## config.mk

```make
export PLATFORM = sky130hd
export DESIGN_NAME = iofrz_seq_top
export DESIGN_NICKNAME = d
export VERILOG_FILES = /design/src/rtl/iofrz_pkg.sv /design/src/rtl/iofrz_gap_timer.sv /design/src/rtl/iofrz_bank_ctrl.sv /design/src/rtl/iofrz_seq_top.sv
export SDC_FILE = /design/constraint.sdc
export NUM_CORES = 1
export LEC_CHECK = 0
export CORE_ASPECT_RATIO = 0.5
export CORE_MARGIN = 5
export CORE_UTILIZATION = 40
export CTS_BUF_LIST = sky130_fd_sc_hd__clkbuf_4
export CTS_CLUSTER_DIAMETER = 150
export DETAILED_ROUTE_END_ITERATION = 16
export DONT_BUFFER_PORTS = 1
export GPL_TIMING_DRIVEN = 0
export MAX_ROUTING_LAYER = met4
export PLACE_DENSITY = 0.62
export SETUP_SLACK_MARGIN = 0.15
export SYNTH_ARGS = -nofsm -noshare
export SYNTH_HDL_FRONTEND = slang
export SYNTH_SLANG_ARGS = --single-unit
```

## constraint.sdc

```tcl
create_clock -name clk -period 3.4 [get_ports clk]
set_input_delay 0.85 -clock clk [delete_from_list [all_inputs] [get_ports clk]]
set_output_delay 0.85 -clock clk [all_outputs]
set_load 0.005 [all_outputs]
```

## src/rtl/iofrz_pkg.sv

```systemverilog
package iofrz_pkg;

    // Per-bank sequencer state.
    typedef enum logic [2:0] {
        ST_FROZEN  = 3'd0,
        ST_FRZ_PAD = 3'd1,
        ST_THAWED  = 3'd2,
        ST_THW_CFG = 3'd3,
        ST_THW_PAD = 3'd4
    } bank_state_e;

    // One bank's pad-control lines.
    typedef struct packed {
        logic slew_n;
        logic pullup_n;
        logic tri_n;
        logic hold_n;
        logic cfg_done;
    } pad_ctl_t;

    // Spacing in cycles, rounded up, floor of one.
    function automatic int unsigned gap_cycles(input int unsigned min_ps,
                                               input int unsigned clk_ps);
        int unsigned raw;
        raw = (min_ps + clk_ps - 1) / clk_ps;
        return (raw < 1) ? 1 : raw;
    endfunction

endpackage

```

## src/rtl/iofrz_gap_timer.sv

```systemverilog
module iofrz_gap_timer #(
    parameter int unsigned GAP_CYCLES = 3
) (
    input  logic clk,
    input  logic rst_n,
    input  logic start,
    output logic expired
);
    localparam int unsigned CW = (GAP_CYCLES < 2) ? 1 : $clog2(GAP_CYCLES);
    localparam logic [CW-1:0] LOAD = CW'(GAP_CYCLES - 1);

    logic [CW-1:0] cnt;

    // Loaded on entry to a step; expires after GAP_CYCLES edges.
    always_ff @(posedge clk or negedge rst_n) begin
        if (!rst_n) begin
            cnt <= '0;
        end else if (start) begin
            cnt <= LOAD;
        end else if (cnt != '0) begin
            cnt <= cnt - 1'b1;
        end
    end

    assign expired = (cnt == '0);

endmodule

```

## src/rtl/iofrz_bank_ctrl.sv

```systemverilog
module iofrz_bank_ctrl
    import iofrz_pkg::*;
#(
    parameter int unsigned GAP_CYCLES = 3
) (
    input  logic     clk,
    input  logic     rst_n,
    input  logic     freeze_req,
    input  logic     thaw_req,
    output pad_ctl_t ctl,
    output logic     frozen,
    output logic     busy
);
    bank_state_e state, state_nx;
    logic        gap_done;
    logic        gap_start;

    // State register.
    always_ff @(posedge clk or negedge rst_n) begin
        if (!rst_n) begin
            state <= ST_FROZEN;
        end else begin
            state <= state_nx;
        end
    end

    // Transitions. Requests are only looked at in the idle states,
    // and freeze takes priority over thaw.
    always_comb begin
        state_nx = state;
        unique case (state)
            ST_FROZEN: begin
                if (thaw_req && !freeze_req) begin
                    state_nx = ST_THW_CFG;
                end
            end
            ST_THAWED: begin
                if (freeze_req) begin
                    state_nx = ST_FRZ_PAD;
                end
            end
            ST_FRZ_PAD: begin
                if (gap_done) begin
                    state_nx = ST_FROZEN;
                end
            end
            ST_THW_CFG: begin
                if (gap_done) begin
                    state_nx = ST_THW_PAD;
                end
            end
            ST_THW_PAD: begin
                if (gap_done) begin
                    state_nx = ST_THAWED;
                end
            end
            default: state_nx = ST_FROZEN;
        endcase
    end

    // Restart the spacing timer whenever a timed step is entered.
    assign gap_start = (state_nx != state) &&
                       ((state_nx == ST_FRZ_PAD) ||
                        (state_nx == ST_THW_CFG) ||
                        (state_nx == ST_THW_PAD));

    iofrz_gap_timer #(
        .GAP_CYCLES (GAP_CYCLES)
    ) u_gap (
        .clk     (clk),
        .rst_n   (rst_n),
        .start   (gap_start),
        .expired (gap_done)
    );

    // Output decode.
    always_comb begin
        ctl    = '0;
        frozen = 1'b1;
        busy   = 1'b0;
        unique case (state)
            ST_FROZEN: begin
                ctl    = '{slew_n:1'b0, pullup_n:1'b0, tri_n:1'b0,
                           hold_n:1'b0, cfg_done:1'b0};
                frozen = 1'b1;
                busy   = 1'b0;
            end
            ST_THW_CFG: begin
                ctl    = '{slew_n:1'b0, pullup_n:1'b0, tri_n:1'b0,
                           hold_n:1'b1, cfg_done:1'b1};
                frozen = 1'b1;
                busy   = 1'b1;
            end
            ST_THW_PAD: begin
                ctl    = '{slew_n:1'b0, pullup_n:1'b1, tri_n:1'b1,
                           hold_n:1'b1, cfg_done:1'b1};
                frozen = 1'b1;
                busy   = 1'b1;
            end
            ST_THAWED: begin
                ctl    = '{slew_n:1'b1, pullup_n:1'b1, tri_n:1'b1,
                           hold_n:1'b1, cfg_done:1'b1};
                frozen = 1'b0;
                busy   = 1'b0;
            end
            ST_FRZ_PAD: begin
                ctl    = '{slew_n:1'b0, pullup_n:1'b0, tri_n:1'b0,
                           hold_n:1'b1, cfg_done:1'b1};
                frozen = 1'b0;
                busy   = 1'b1;
            end
            default: begin
                ctl    = '0;
                frozen = 1'b1;
                busy   = 1'b0;
            end
        endcase
    end

endmodule

```

## src/rtl/iofrz_seq_top.sv

```systemverilog
module iofrz_seq_top
    import iofrz_pkg::*;
#(
    parameter int unsigned NUM_BANKS     = 3,
    parameter int unsigned CLK_PERIOD_PS = 8000,
    parameter int unsigned MIN_GAP_PS    = 20000
) (
    input  logic                 clk,
    input  logic                 rst_n,
    input  logic [NUM_BANKS-1:0] freeze_req,
    input  logic [NUM_BANKS-1:0] thaw_req,
    output logic [NUM_BANKS-1:0] slew_n,
    output logic [NUM_BANKS-1:0] pullup_n,
    output logic [NUM_BANKS-1:0] tri_n,
    output logic [NUM_BANKS-1:0] hold_n,
    output logic [NUM_BANKS-1:0] cfg_done,
    output logic [NUM_BANKS-1:0] frozen,
    output logic [NUM_BANKS-1:0] busy
);
    localparam int unsigned GAP_CYCLES = gap_cycles(MIN_GAP_PS, CLK_PERIOD_PS);

    for (genvar b = 0; b < NUM_BANKS; b++) begin : g_bank
        pad_ctl_t ctl;

        iofrz_bank_ctrl #(
            .GAP_CYCLES (GAP_CYCLES)
        ) u_bank (
            .clk        (clk),
            .rst_n      (rst_n),
            .freeze_req (freeze_req[b]),
            .thaw_req   (thaw_req[b]),
            .ctl        (ctl),
            .frozen     (frozen[b]),
            .busy       (busy[b])
        );

        assign slew_n[b]   = ctl.slew_n;
        assign pullup_n[b] = ctl.pullup_n;
        assign tri_n[b]    = ctl.tri_n;
        assign hold_n[b]   = ctl.hold_n;
        assign cfg_done[b] = ctl.cfg_done;
    end

endmodule

```

# ---- Word-level counts from Yosys, hierarchy flattened
# Index checks and enable logic that the tools add are counted.
# Widths: inputs -> output; s select.
dict set report word_totals {
  reg_bits 15
  inputBits 8
  output_inout_bits 21
  word_cells 102
}
dict set report classes {
  addsub 3
  eq_ne 24
  mux 33
  n_reduce_logical 36
}
# operator n
set op_table {}
lappend op_table {{$mux 3} 15}
lappend op_table {{$pmux 3 s5} 3}
lappend op_table {{$pmux 5 s3} 3}
lappend op_table {{$eq 3x2->1 const B} 9}
lappend op_table {{$eq 3x1->1 const B} 6}
lappend op_table {{$eq 3x3->1 const B} 6}
lappend op_table {{$mux 2} 6}
lappend op_table {{$reduce_bool 2->1} 6}
lappend op_table {{$reduce_or 2->1} 6}
lappend op_table {{$logic_not 3->1} 3}
lappend op_table {{$ne 3x3->1} 3}
lappend op_table {{$reduce_or 3->1} 3}
lappend op_table {{$logic_and 1x1->1} 6}
lappend op_table {{$logic_not 2->1} 3}
lappend op_table {{$logic_or 1x1->1} 6}
lappend op_table {{$mux 1} 6}
lappend op_table {{$sub 2x1->2 const B} 3}
lappend op_table {{$logic_not 1->1} 3}

# ---- Depth between registers and ports, before layout
# Gate-level depths: netlist of run 1.
dict set report depth {
  ltp_word 9
  mapped_depth 6
  mapped_depth_nobuf 5
}

# ---- Modules after synthesis
# Synthesis of run 1 repeated with hierarchy kept, for this count alone.
dict set report unflattened {
  cells_unflattened 120
  hier_area_um2 1103.6
}
# mod n_inst cells_per_inst area_each_um2 seq_area_each_um2
set by_module_without_submodules {}
lappend by_module_without_submodules {iofrz_bank_ctrl 3 31 272.8 75.1}
lappend by_module_without_submodules {iofrz_gap_timer 3 9 95.1 50.0}

# ---- Worst setup path after synthesis of run 1
# No wires, ideal clock.
dict set report synth_timing {
  kind {reg2out}
  from {reg g_bank[2].u_bank.state[2]}
  to {out tri_n[2]}
  arrival_time_ps 1133
  slack_ps 1417
  stages_incl_launch_ff 5
  cell_sequence {dfrtp_1 -> clkbuf_1 -> or2b_1 -> a21oi_1 -> buf_4}
}
dict set report synth_between {
  elab_chain_len 3
  word_cells_on_any_way 6
  classes_between {eq/ne: 4; mux: 1; reduce/logical: 1}
}
# element line
set synth_lines {}
lappend synth_lines {{start, declared} iofrz_bank_ctrl.sv:14} ;# bank_state_e state, state_nx;
lappend synth_lines {{start signal, assigned} iofrz_bank_ctrl.sv:23} ;# state <= state_nx;
lappend synth_lines {{$eq 3x1->1 / $eq 3x2->1 (equally long branches)} iofrz_bank_ctrl.sv:81} ;# unique case (state)
lappend synth_lines {{$reduce_or 2->1 (no source line)} --}
lappend synth_lines {{$pmux 5 s3 *} iofrz_bank_ctrl.sv:81}
lappend synth_lines {{end, declared} iofrz_seq_top.sv:14} ;# output logic [NUM_BANKS-1:0] tri_n,
# Mark *: on every way between the ends. The rest lies on a longest branch, timed or not.

# ---- Worst setup path in the final report of run 1
dict set report layout_timing {
  from {reg g_bank[2].u_bank.state[0]}
  to {out hold_n[2]}
}
dict set report layout_between {
  elab_chain_len 3
  word_cells_on_any_way 6
  classes_between {eq/ne: 4; mux: 1; reduce/logical: 1}
}
# element line
set layout_lines {}
lappend layout_lines {{$eq 3x1->1 / $eq 3x2->1 (equally long branches)} iofrz_bank_ctrl.sv:81}
lappend layout_lines {{$reduce_or 2->1 (no source line)} --}
lappend layout_lines {{$pmux 5 s3 *} iofrz_bank_ctrl.sv:81}
lappend layout_lines {{end, declared} iofrz_seq_top.sv:15} ;# output logic [NUM_BANKS-1:0] hold_n,
# Marked as above.

==> results of run 1 <==
==> metal layers <==
layer | up-vias | global-route usage, % | part of all wire, % | wire [um]
met4 | 0 | 3.785 | 1.1 | 21
li1 | 428 | - | - | -
met2 | 20 | 17.73 | 43 | 826
met3 | 2 | 4.028 | 6.4 | 121
met5 | - | - | 0 | 0
met1 | 378 | 13.31 | 49 | 932
==> through the flow <==
| step | cells | power (mW) | utilization (%) |
|---|---|---|---|
| after floorplan | 129 | 1.008 | - |
| after detailed placement | 166 | 1.128 | 44.06 |
| after global routing | 170 | 1.356 | 45.11 |
| after CTS | 170 | 1.230 | 45.11 |
| after global placement | 166 | 1.099 | 44.06 |
| final | 170 | 1.208 | 45.11 |
==> power groups by stage <==
| stage | Combinational (mW) | Clock (mW) | Sequential [mW] |
|---|---|---|---|
| floorplan | 0.713 | 0 | 0.294 |
| finish | 0.811 | 0.0983 | 0.299 |
| detailed placement | 0.826 | 0 | 0.302 |
| global placement | 0.800 | 0 | 0.300 |
| global route | 0.931 | 0.115 | 0.310 |
| CTS | 0.826 | 0.105 | 0.299 |
==> cells by family (layout without fill, tap and decap cells) <==
family | count (synthesis) | count (layout) | share of synthesized area, %
buf+inv | 35 | 39 | 17.96
xor+xnor | 9 | 9 | 7.071
mux | 1 | 1 | 0.8979
simple gates | 39 | 39 | 18.85
flops | 15 | 15 | 33.67
compound gates | 27 | 27 | 18.18
fa+ha+maj | 3 | 3 | 3.367
==> area by class of cell <==
class                   instances  area (um^2)  share of cell area, %
multi-input cells              79        539.3                  45.37
flip-flops and latches         15        375.4                  31.58
plain buffers                  24        158.9                  13.37
well taps                      37        46.29                  3.895
inverters                      11        41.29                  3.474
clock buffers                   3        22.52                  1.895
clock inverters                 1        5.005                 0.4211
==> synth_stat cells, types with 2 or more instances <==
library cell | n | share of area (%)
dfrtp_1 | 15 | 34
nor2_1 | 15 | 5.1
buf_4 | 12 | 8.1
inv_1 | 11 | 3.7
nand2b_1 | 9 | 5.1
clkbuf_1 | 7 | 2.4
nand2_1 | 6 | 2.0
xor2_1 | 6 | 4.7
a21oi_1 | 5 | 2.2
o22ai_1 | 5 | 2.8
o21ai_0 | 4 | 1.8
a211o_1 | 3 | 2.4
buf_6 | 3 | 3.0
ha_1 | 3 | 3.4
xnor2_1 | 3 | 2.4
a211oi_1 | 2 | 1.3
a221oi_1 | 2 | 1.6
a221oi_2 | 2 | 2.7
nand3b_1 | 2 | 1.3
o31a_1 | 2 | 1.6
or2b_1 | 2 | 1.3
or3b_4 | 2 | 2.0
==> worst max-delay path, stage by stage (launching register included) <==
cell	delay [ns]
dfrtp_1	0.35
clkbuf_1	0.36
nor2_1	0.16
xnor2_1	0.26
buf_4	0.16
==> state kept, by name (all words and copies together), names as in the netlist <==
| name | flops |
|---|---|
| g_bank.u_bank.u_gap.cnt | 6 |
| g_bank.u_bank.state | 9 |
==> worst min path at each step <==
stage,endpoint,slack [ns],from,depth (start not counted)
final,g_bank[2].u_bank.u_gap.cnt[0],0.25,rst_n,0
after global routing,g_bank[0].u_bank.state[1],0.22,rst_n,0
after CTS,g_bank[2].u_bank.state[0],0.24,rst_n,0
after detailed placement,g_bank[0].u_bank.u_gap.cnt[1],0.48,g_bank[0].u_bank.u_gap.cnt[1],1
after global placement,g_bank[0].u_bank.u_gap.cnt[1],0.47,g_bank[0].u_bank.u_gap.cnt[1],1
after floorplan,g_bank[0].u_bank.u_gap.cnt[1],0.46,g_bank[0].u_bank.u_gap.cnt[1],1
==> flow_metrics.env, run 1 <==
export IMPL_outcome="finished, final reports clean"
export IMPL_synthArstFlopShare_pct=100.0
export IMPL_cts_resized=0
export IMPL_p_int_mw=0.7043
export IMPL_postSynthCellCount=129
export IMPL_worstHoldPathType="in -> async"
export IMPL_portBuffers=0
export IMPL_ant_nets=0
export IMPL_grt_max_degree=16
export IMPL_syn_area_mm2=0.001115
export IMPL_slew_viol_final=0
export IMPL_tns_ns=0
export IMPL_seq_area_frac_synth_pct=33.67
export IMPL_ir_worst_vdd_uv=279.0
export IMPL_pin_count=29
export IMPL_period_minus_slack_ns=2.415
export IMPL_cp_max_fo=10
export IMPL_cts_sinks=15
export IMPL_h_tree_depth=1
export IMPL_antenna_found_initial=0
export IMPL_setup_ws_ns=0.9852
export IMPL_grt_overflow_total=0
export IMPL_startpoint="g_bank[2].u_bank.state[0]"
export IMPL_viasPerCell=4.871
export IMPL_gp_congestion=0.7501
export IMPL_wl_mm=1.902
export IMPL_r2r_end="g_bank[0].u_bank.u_gap.cnt[1]"
export IMPL_dp_hpwl_mm=1.483
export IMPL_fin_crit_sh_pct=71.02
export IMPL_hold_viol=0
export IMPL_cellPowerDensity_mw_per_mm2=1016
export IMPL_ys_warn_count=0
export IMPL_n_antenna_cell=0
export IMPL_post_cts_buffers=0
export IMPL_final_setup_viol_count=0
export IMPL_rrSetupSlack_ns=1.83
export IMPL_swShare_pct=41.71
export IMPL_area_delta_synth_final_pct=6.622
export IMPL_r2r_cells=6
export IMPL_seq_power_share_pct=24.7
export IMPL_r2r_start="g_bank[0].u_bank.u_gap.cnt[0]"
export IMPL_crit_path_end_kind="output port"
export IMPL_timing_fmax_mhz=414.1
export IMPL_syn_nets=140
export IMPL_synthFlopType="dfrtp_1"
export IMPL_cp_required_ns=2.55
export IMPL_synth_edf_count=0
export IMPL_worst_slew_pin_slew_ns=0.4294
export IMPL_cts_tree="built"
export IMPL_route_detailed_drc=0
export IMPL_crit_type="reg -> out"
export IMPL_fill_cells=264
export IMPL_hold_buffers=0
export IMPL_mostFrequentLayoutCells="nor2_1, dfrtp_1, buf_4, inv_1, nand2b_1"
export IMPL_fp_coreArea_mm2=0.002635
export IMPL_fin_skew_ns=0.003923
export IMPL_relSlewSlack_pct=71.37
export IMPL_grt_pass1_wl_mm=3.394
export IMPL_switching_power_mw=0.5039
export IMPL_clkLatencyLatePin_ns=0.28
export IMPL_holdWs_ns=0.2538
export IMPL_design_area_mm2=0.001189
export IMPL_clockPowerShare_pct=8.1
export IMPL_drtPass1Iterations=4
export IMPL_fin_nets=145
export IMPL_synth_cell_types=30
export IMPL_die_area_mm2=0.004007
export IMPL_grt_pass1_vias=753
export IMPL_initial_core_util_pct=42.31
export IMPL_avgRoutedWirePerCell_um=11.19
export IMPL_drive_above_1_share_pct=18.80
export IMPL_rows=13
export IMPL_die_h_um=47.33
export IMPL_clk_pin_slew_worst_paths_ns=0.09
export IMPL_drt_iter0_drc=40
export IMPL_synth_area_per_cell_um2=8.642
export IMPL_start_kind="flip-flop"
export IMPL_power_frac_comb_pct=67.1
export IMPL_critPathCapture="hold_n[2]"
export IMPL_leakagePower_nw=0.5431
export IMPL_clk_path_buf_depth=2
export IMPL_track_usage_pct=11.11
export IMPL_via_count=828
export IMPL_postPlaceCellArea_mm2=0.001161
export IMPL_place_ws_ns=1.295
export IMPL_dieWidth_um=84.66
export IMPL_cts_buffers=3
export IMPL_drv_cap=0
export IMPL_root_buffer="clkbuf_4"
export IMPL_rsz0062_at_grt="false"
export IMPL_synth_seq_cells=15
export IMPL_crit_arrival_ns=1.56
Note: power is estimated with default switching activity, not from simulation.
==> inputs of run 2 (changes only) <==
--- a/config.mk
+++ b/config.mk
@@ -14,7 +14,7 @@
 export DONT_BUFFER_PORTS = 1
 export GPL_TIMING_DRIVEN = 0
 export MAX_ROUTING_LAYER = met4
-export PLACE_DENSITY = 0.62
+export PLACE_DENSITY = 0.64
 export SETUP_SLACK_MARGIN = 0.15
 export SYNTH_ARGS = -nofsm -noshare
 export SYNTH_HDL_FRONTEND = slang
==> constraint.sdc (replaced) <==
create_clock -name clk -period 2 [get_ports clk]
set_input_delay 0.5 -clock clk [delete_from_list [all_inputs] [get_ports clk]]
set_output_delay 0.5 -clock clk [all_outputs]
set_load 0.005 [all_outputs]
==> flow_metrics.env, run 2 (synthesized netlist as in run 1, its figures left out) <==
export IMPL_outcome="finished, final reports clean"
export IMPL_startpoint="g_bank[2].u_bank.state[2]"
export IMPL_postPlaceCellArea_mm2=0.001161
export IMPL_viasPerCell=4.899
export IMPL_clk_path_buf_depth=2
export IMPL_final_setup_viol_count=0
export IMPL_ant_nets=0
export IMPL_gp_congestion=0.7326
export IMPL_final_cells=179
export IMPL_holdWs_ns=0.4119
export IMPL_r2r_start="g_bank[0].u_bank.state[1]"
export IMPL_area_delta_synth_final_pct=26.26
export IMPL_design_area_mm2=0.001408
export IMPL_crit_path_end_kind="output port"
export IMPL_fin_skew_ns=0.004825
export IMPL_placed_cells=166
export IMPL_largest_reg_flops=9
export IMPL_drive_above_1_share_pct=38.73
export IMPL_h_tree_depth=1
export IMPL_worst_slew_pin_slew_ns=0.6793
export IMPL_start_kind="flip-flop"
export IMPL_drt_iter0_drc=30
export IMPL_initial_core_util_pct=42.31
export IMPL_n_antenna_cell=0
export IMPL_top_register="g_bank.u_bank.state"
export IMPL_hold_path_startpoint="freeze_req[1]"
export IMPL_utilization_pct=53.42
export IMPL_fill_cells=246
export IMPL_cp_max_fo=7
export IMPL_mostFrequentLayoutCells="buf_4, dfrtp_1, inv_1, nor2_1"
export IMPL_drtPass1Iterations=4
export IMPL_setup_ws_ns=0.1067
export IMPL_timing_fmax_mhz=528.2
export IMPL_leakagePower_nw=0.6530
export IMPL_die_area_mm2=0.004007
export IMPL_antenna_found_initial=0
export IMPL_place_ws_ns=0.2434
export IMPL_layout_commonest_cell="buf_4"
export IMPL_rsz0062_at_grt="true"
export IMPL_hold_path_depth=2
export IMPL_avgRoutedWirePerCell_um=11.70
export IMPL_die_h_um=47.33
export IMPL_root_buffer="clkbuf_4"
export IMPL_fin_nets=154
export IMPL_worstHoldPathType="in -> reg"
export IMPL_fp_coreArea_mm2=0.002635
export IMPL_cts_tree="built"
export IMPL_cts_sinks=15
export IMPL_r2r_cells=6
export IMPL_via_count=877
export IMPL_fin_crit_sh_pct=94.66
export IMPL_portBuffers=0
export IMPL_route_detailed_drc=0
export IMPL_cp_required_ns=1.50
export IMPL_reg_largest_list="g_bank.u_bank.state (9), g_bank.u_bank.u_gap.cnt (6)"
export IMPL_period_minus_slack_ns=1.893
export IMPL_crit_type="reg -> out"
export IMPL_dp_hpwl_mm=1.423
export IMPL_drv_cap=0
export IMPL_slew_viol_final=0
export IMPL_hold_viol=0
export IMPL_relSlewSlack_pct=54.56
export IMPL_clk_pin_slew_worst_paths_ns=0.09
export IMPL_grt_max_degree=16
export IMPL_dieWidth_um=84.66
export IMPL_cts_buffers=3
export IMPL_crit_arrival_ns=1.39
export IMPL_tns_ns=0
export IMPL_track_usage_pct=10.83
export IMPL_wl_mm=2.094
export IMPL_clkLatencyLatePin_ns=0.29
export IMPL_grt_pass1_vias=795
export IMPL_p_total_mw=2.402
export IMPL_rows=13
export IMPL_grt_pass1_wl_mm=3.339
export IMPL_grt_overflow_total=0
export IMPL_cellPowerDensity_mw_per_mm2=1707
export IMPL_pin_count=29
export IMPL_ir_worst_vdd_uv=871.4
run 2: timing repair:
item	4_1_cts	5_1_grt
pin swaps	3	2
endpoints found under the hold margin	15	0
setup buffers	4	4
resized for setup	22	24
endpoints found under the setup margin	15	12
hold buffers	1	0
run 2: area by class of cell:
type | instances | area (um^2) | area share [%]
clock buffers | 3 | 22.52 | 1.600
repair buffers | 9 | 70.07 | 4.978
well taps | 37 | 46.29 | 3.289
clock inverters | 1 | 5.005 | 0.3556
flip-flops and latches | 15 | 375.4 | 26.67
plain buffers | 24 | 201.4 | 14.31
multi-input cells | 79 | 645.6 | 45.87
inverters | 11 | 41.29 | 2.933
run 2: worst paths after layout:
| kind | to | slack, ns |
|---|---|---|
| min | g_bank[1].u_bank.state[0] | 0.41 |
| min reg2reg | g_bank[0].u_bank.u_gap.cnt[1] | 0.50 |
| max in group asynchronous | g_bank[0].u_bank.u_gap.cnt[1] | 0.88 |
| max reg2reg | g_bank[0].u_bank.u_gap.cnt[1] | 0.36 |
| min in group asynchronous | g_bank[2].u_bank.u_gap.cnt[0] | 0.68 |
| max | tri_n[2] | 0.11 |
run 2: critical path: stages, from the launching register on:
cell	delay, ns
dfrtp_1	0.39
buf_8	0.13
or2b_1	0.25
a21oi_2	0.19
buf_4	0.14
run 2: where the power goes:
part	switching, mW	internal, mW	total, mW	leakage (nW)
Sequential	0.0696	0.444	0.513	0.184
Clock	0.100	0.0744	0.174	0.0177
Combinational	0.834	0.881	1.71	0.451
Total	1.00	1.40	2.40	0.653
run 2: layer usage:
metal  vias up  routed length (um)  global-route usage (%)
li1        444                   -                       -
met4         0                  11                   2.839
met1       407                 981                   12.71
met5         -                   0                       -
met3         3                 150                   3.503
met2        23                 951                   18.51
==> inputs of run 3 (changes only) <==
--- a/config.mk
+++ b/config.mk
@@ -7,14 +7,14 @@
 export LEC_CHECK = 0
 export CORE_ASPECT_RATIO = 0.5
 export CORE_MARGIN = 5
-export CORE_UTILIZATION = 40
+export CORE_UTILIZATION = 30
 export CTS_BUF_LIST = sky130_fd_sc_hd__clkbuf_4
 export CTS_CLUSTER_DIAMETER = 150
 export DETAILED_ROUTE_END_ITERATION = 16
 export DONT_BUFFER_PORTS = 1
 export GPL_TIMING_DRIVEN = 0
 export MAX_ROUTING_LAYER = met4
-export PLACE_DENSITY = 0.64
+export PLACE_DENSITY = 0.53
 export SETUP_SLACK_MARGIN = 0.15
 export SYNTH_ARGS = -nofsm -noshare
 export SYNTH_HDL_FRONTEND = slang
==> flow_metrics.env, run 3 (synthesized netlist as in run 1, its figures left out) <==
export IMPL_rsz0062_at_grt="true"
export IMPL_rrSetupSlack_ns=0.46
export IMPL_outcome="finished, final reports clean"
export IMPL_clk_pin_slew_worst_paths_ns=0.09
export IMPL_p_total_mw=2.413
export IMPL_swShare_pct=41.54
export IMPL_cellPowerDensity_mw_per_mm2=1689
export IMPL_holdPathEnd="g_bank[1].u_bank.state[0]"
export IMPL_cts_tree="built"
export IMPL_cts_buffers=3
export IMPL_area_delta_synth_final_pct=28.17
export IMPL_hold_path_depth=2
export IMPL_hold_path_startpoint="freeze_req[1]"
export IMPL_grt_overflow_total=0
export IMPL_reg_largest_list="g_bank.u_bank.state (9), g_bank.u_bank.u_gap.cnt (6)"
export IMPL_fin_crit_sh_pct=93.80
export IMPL_route_detailed_drc=0
export IMPL_fp_coreArea_mm2=0.003510
export IMPL_pin_count=29
export IMPL_cp_required_ns=1.50
export IMPL_power_frac_comb_pct=71.5
export IMPL_drtPass1Iterations=4
export IMPL_track_usage_pct=9.114
export IMPL_cts_sinks=15
export IMPL_portBuffers=0
export IMPL_r2r_start="g_bank[0].u_bank.u_gap.cnt[0]"
export IMPL_worstHoldPathType="in -> reg"
export IMPL_timing_fmax_mhz=533.0
export IMPL_ir_worst_vdd_uv=580.6
export IMPL_leakagePower_nw=0.6503
export IMPL_multiInputGateArea_um2=658.1
export IMPL_clkLatencyLatePin_ns=0.28
export IMPL_r2r_cells=6
export IMPL_slew_viol_final=0
export IMPL_mostFrequentLayoutCells="buf_4, dfrtp_1, inv_1, nor2_1"
export IMPL_avgRoutedWirePerCell_um=11.17
export IMPL_grt_pass1_wl_mm=3.539
export IMPL_period_minus_slack_ns=1.876
export IMPL_viasPerCell=4.448
export IMPL_hold_viol=0
export IMPL_drv_cap=0
export IMPL_crit_type="reg -> out"
export IMPL_relSlewSlack_pct=55.62
export IMPL_largest_reg_flops=9
export IMPL_crit_path_end_kind="output port"
export IMPL_seq_power_share_pct=21.2
export IMPL_drt_iter0_drc=28
export IMPL_regArea_um2=375.4
export IMPL_place_ws_ns=0.2418
export IMPL_rows=15
export IMPL_fill_cells=370
export IMPL_setup_ws_ns=0.1239
export IMPL_final_cells=192
export IMPL_n_antenna_cell=0
export IMPL_final_setup_viol_count=0
export IMPL_via_count=854
export IMPL_fin_skew_ns=0.003474
export IMPL_die_area_mm2=0.005109
export IMPL_tns_ns=0
export IMPL_gp_congestion=0.7057
export IMPL_antenna_found_initial=0
export IMPL_grt_max_degree=16
export IMPL_top_register="g_bank.u_bank.state"
export IMPL_wl_mm=2.144
export IMPL_die_h_um=53.11
export IMPL_h_tree_depth=1
export IMPL_clk_path_buf_depth=2
export IMPL_dp_hpwl_mm=1.479
export IMPL_layout_commonest_cell="buf_4"
export IMPL_r2r_end="g_bank[0].u_bank.u_gap.cnt[1]"
export IMPL_clockPowerShare_pct=7.3
export IMPL_switching_power_mw=1.002
export IMPL_grt_pass1_vias=815
export IMPL_cp_max_fo=9
export IMPL_worst_slew_pin_slew_ns=0.6635
export IMPL_p_int_mw=1.411
export IMPL_start_kind="flip-flop"
export IMPL_placed_cells=180
export IMPL_root_buffer="clkbuf_4"
export IMPL_drive_above_1_share_pct=37.59
export IMPL_fin_nets=153
export IMPL_ant_nets=0
export IMPL_dieWidth_um=96.21
export IMPL_crit_arrival_ns=1.38
export IMPL_initial_core_util_pct=31.76
[run 3: cell types whose count changed in the layout (fill, tap and decap cells not counted), sizes merged]
| cell | before | now |
|---|---|---|
| buf | 29 | 26 |
| clkbuf | 6 | 8 |
[run 3: per-stage QoR]
step	hold slack, ns	utilization [%]	area (um^2)
final	0.4171	40.71	1429
after global routing	0.4110	40.71	1429
after CTS	0.4068	37.61	1320
after detailed placement	0.2050	33.58	1179
after global placement	0.2049	33.58	1179
after floorplan	0.2044	-	1115
[run 3: layout make-up]
type	count	area share (%)
Buffer	24	14.01
Clock buffer	3	1.576
Clock inverter	1	0.3503
Inverter	11	2.890
Multi-Input combinational cell	79	46.06
Sequential cell	15	26.27
Tap cell	51	4.466
Timing Repair Buffer	8	4.378
[run 3: critical path, stage by stage (launching register included)]
cell and delay, ns:
dfrtp_1 0.40, buf_8 0.14, or2b_1 0.25, a21oi_2 0.18
buf_4 0.13
[run 3: metal layers]
layer | routed length, um | GRT usage, % | vias to the layer above
li1 | - | - | 438
met1 | 1069 | 11.99 | 393
met2 | 916 | 13.60 | 21
met3 | 130 | 2.557 | 2
met4 | 27 | 2.830 | 0
met5 | 0 | - | -
[run 3: worst max-delay path by stage]
stage / start / slack [ns] / to / cells after the start
6_report: g_bank[2].u_bank.state[2] / 0.12 / tri_n[2] / 4
5_1_grt: g_bank[2].u_bank.state[2] / 0.05 / tri_n[2] / 4
4_1_cts: g_bank[2].u_bank.state[0] / 0.10 / hold_n[2] / 4
3_5_place_dp: g_bank[2].u_bank.state[0] / 0.24 / hold_n[2] / 4
3_3_place_gp: g_bank[2].u_bank.state[0] / 0.26 / hold_n[2] / 4
2_1_floorplan: g_bank[2].u_bank.state[2] / 0.37 / tri_n[2] / 4
[run 3: repair_timing]
action,in CTS,in global routing
hold endpoints to repair,15,0
hold buffers,1,0
pin swaps,3,2
setup buffers,4,3
setup endpoints to repair,15,11
resized for setup,20,23
[run 3: power by group through the flow]
| stage | Combinational [mW] | Sequential [mW] | Clock (mW) |
|---|---|---|---|
| after floorplan | 1.21 | 0.501 | 0 |
| after global placement | 1.37 | 0.508 | 0 |
| after detailed placement | 1.39 | 0.513 | 0 |
| after CTS | 1.55 | 0.511 | 0.181 |
| after global routing | 1.94 | 0.529 | 0.194 |
| final | 1.73 | 0.513 | 0.175 |
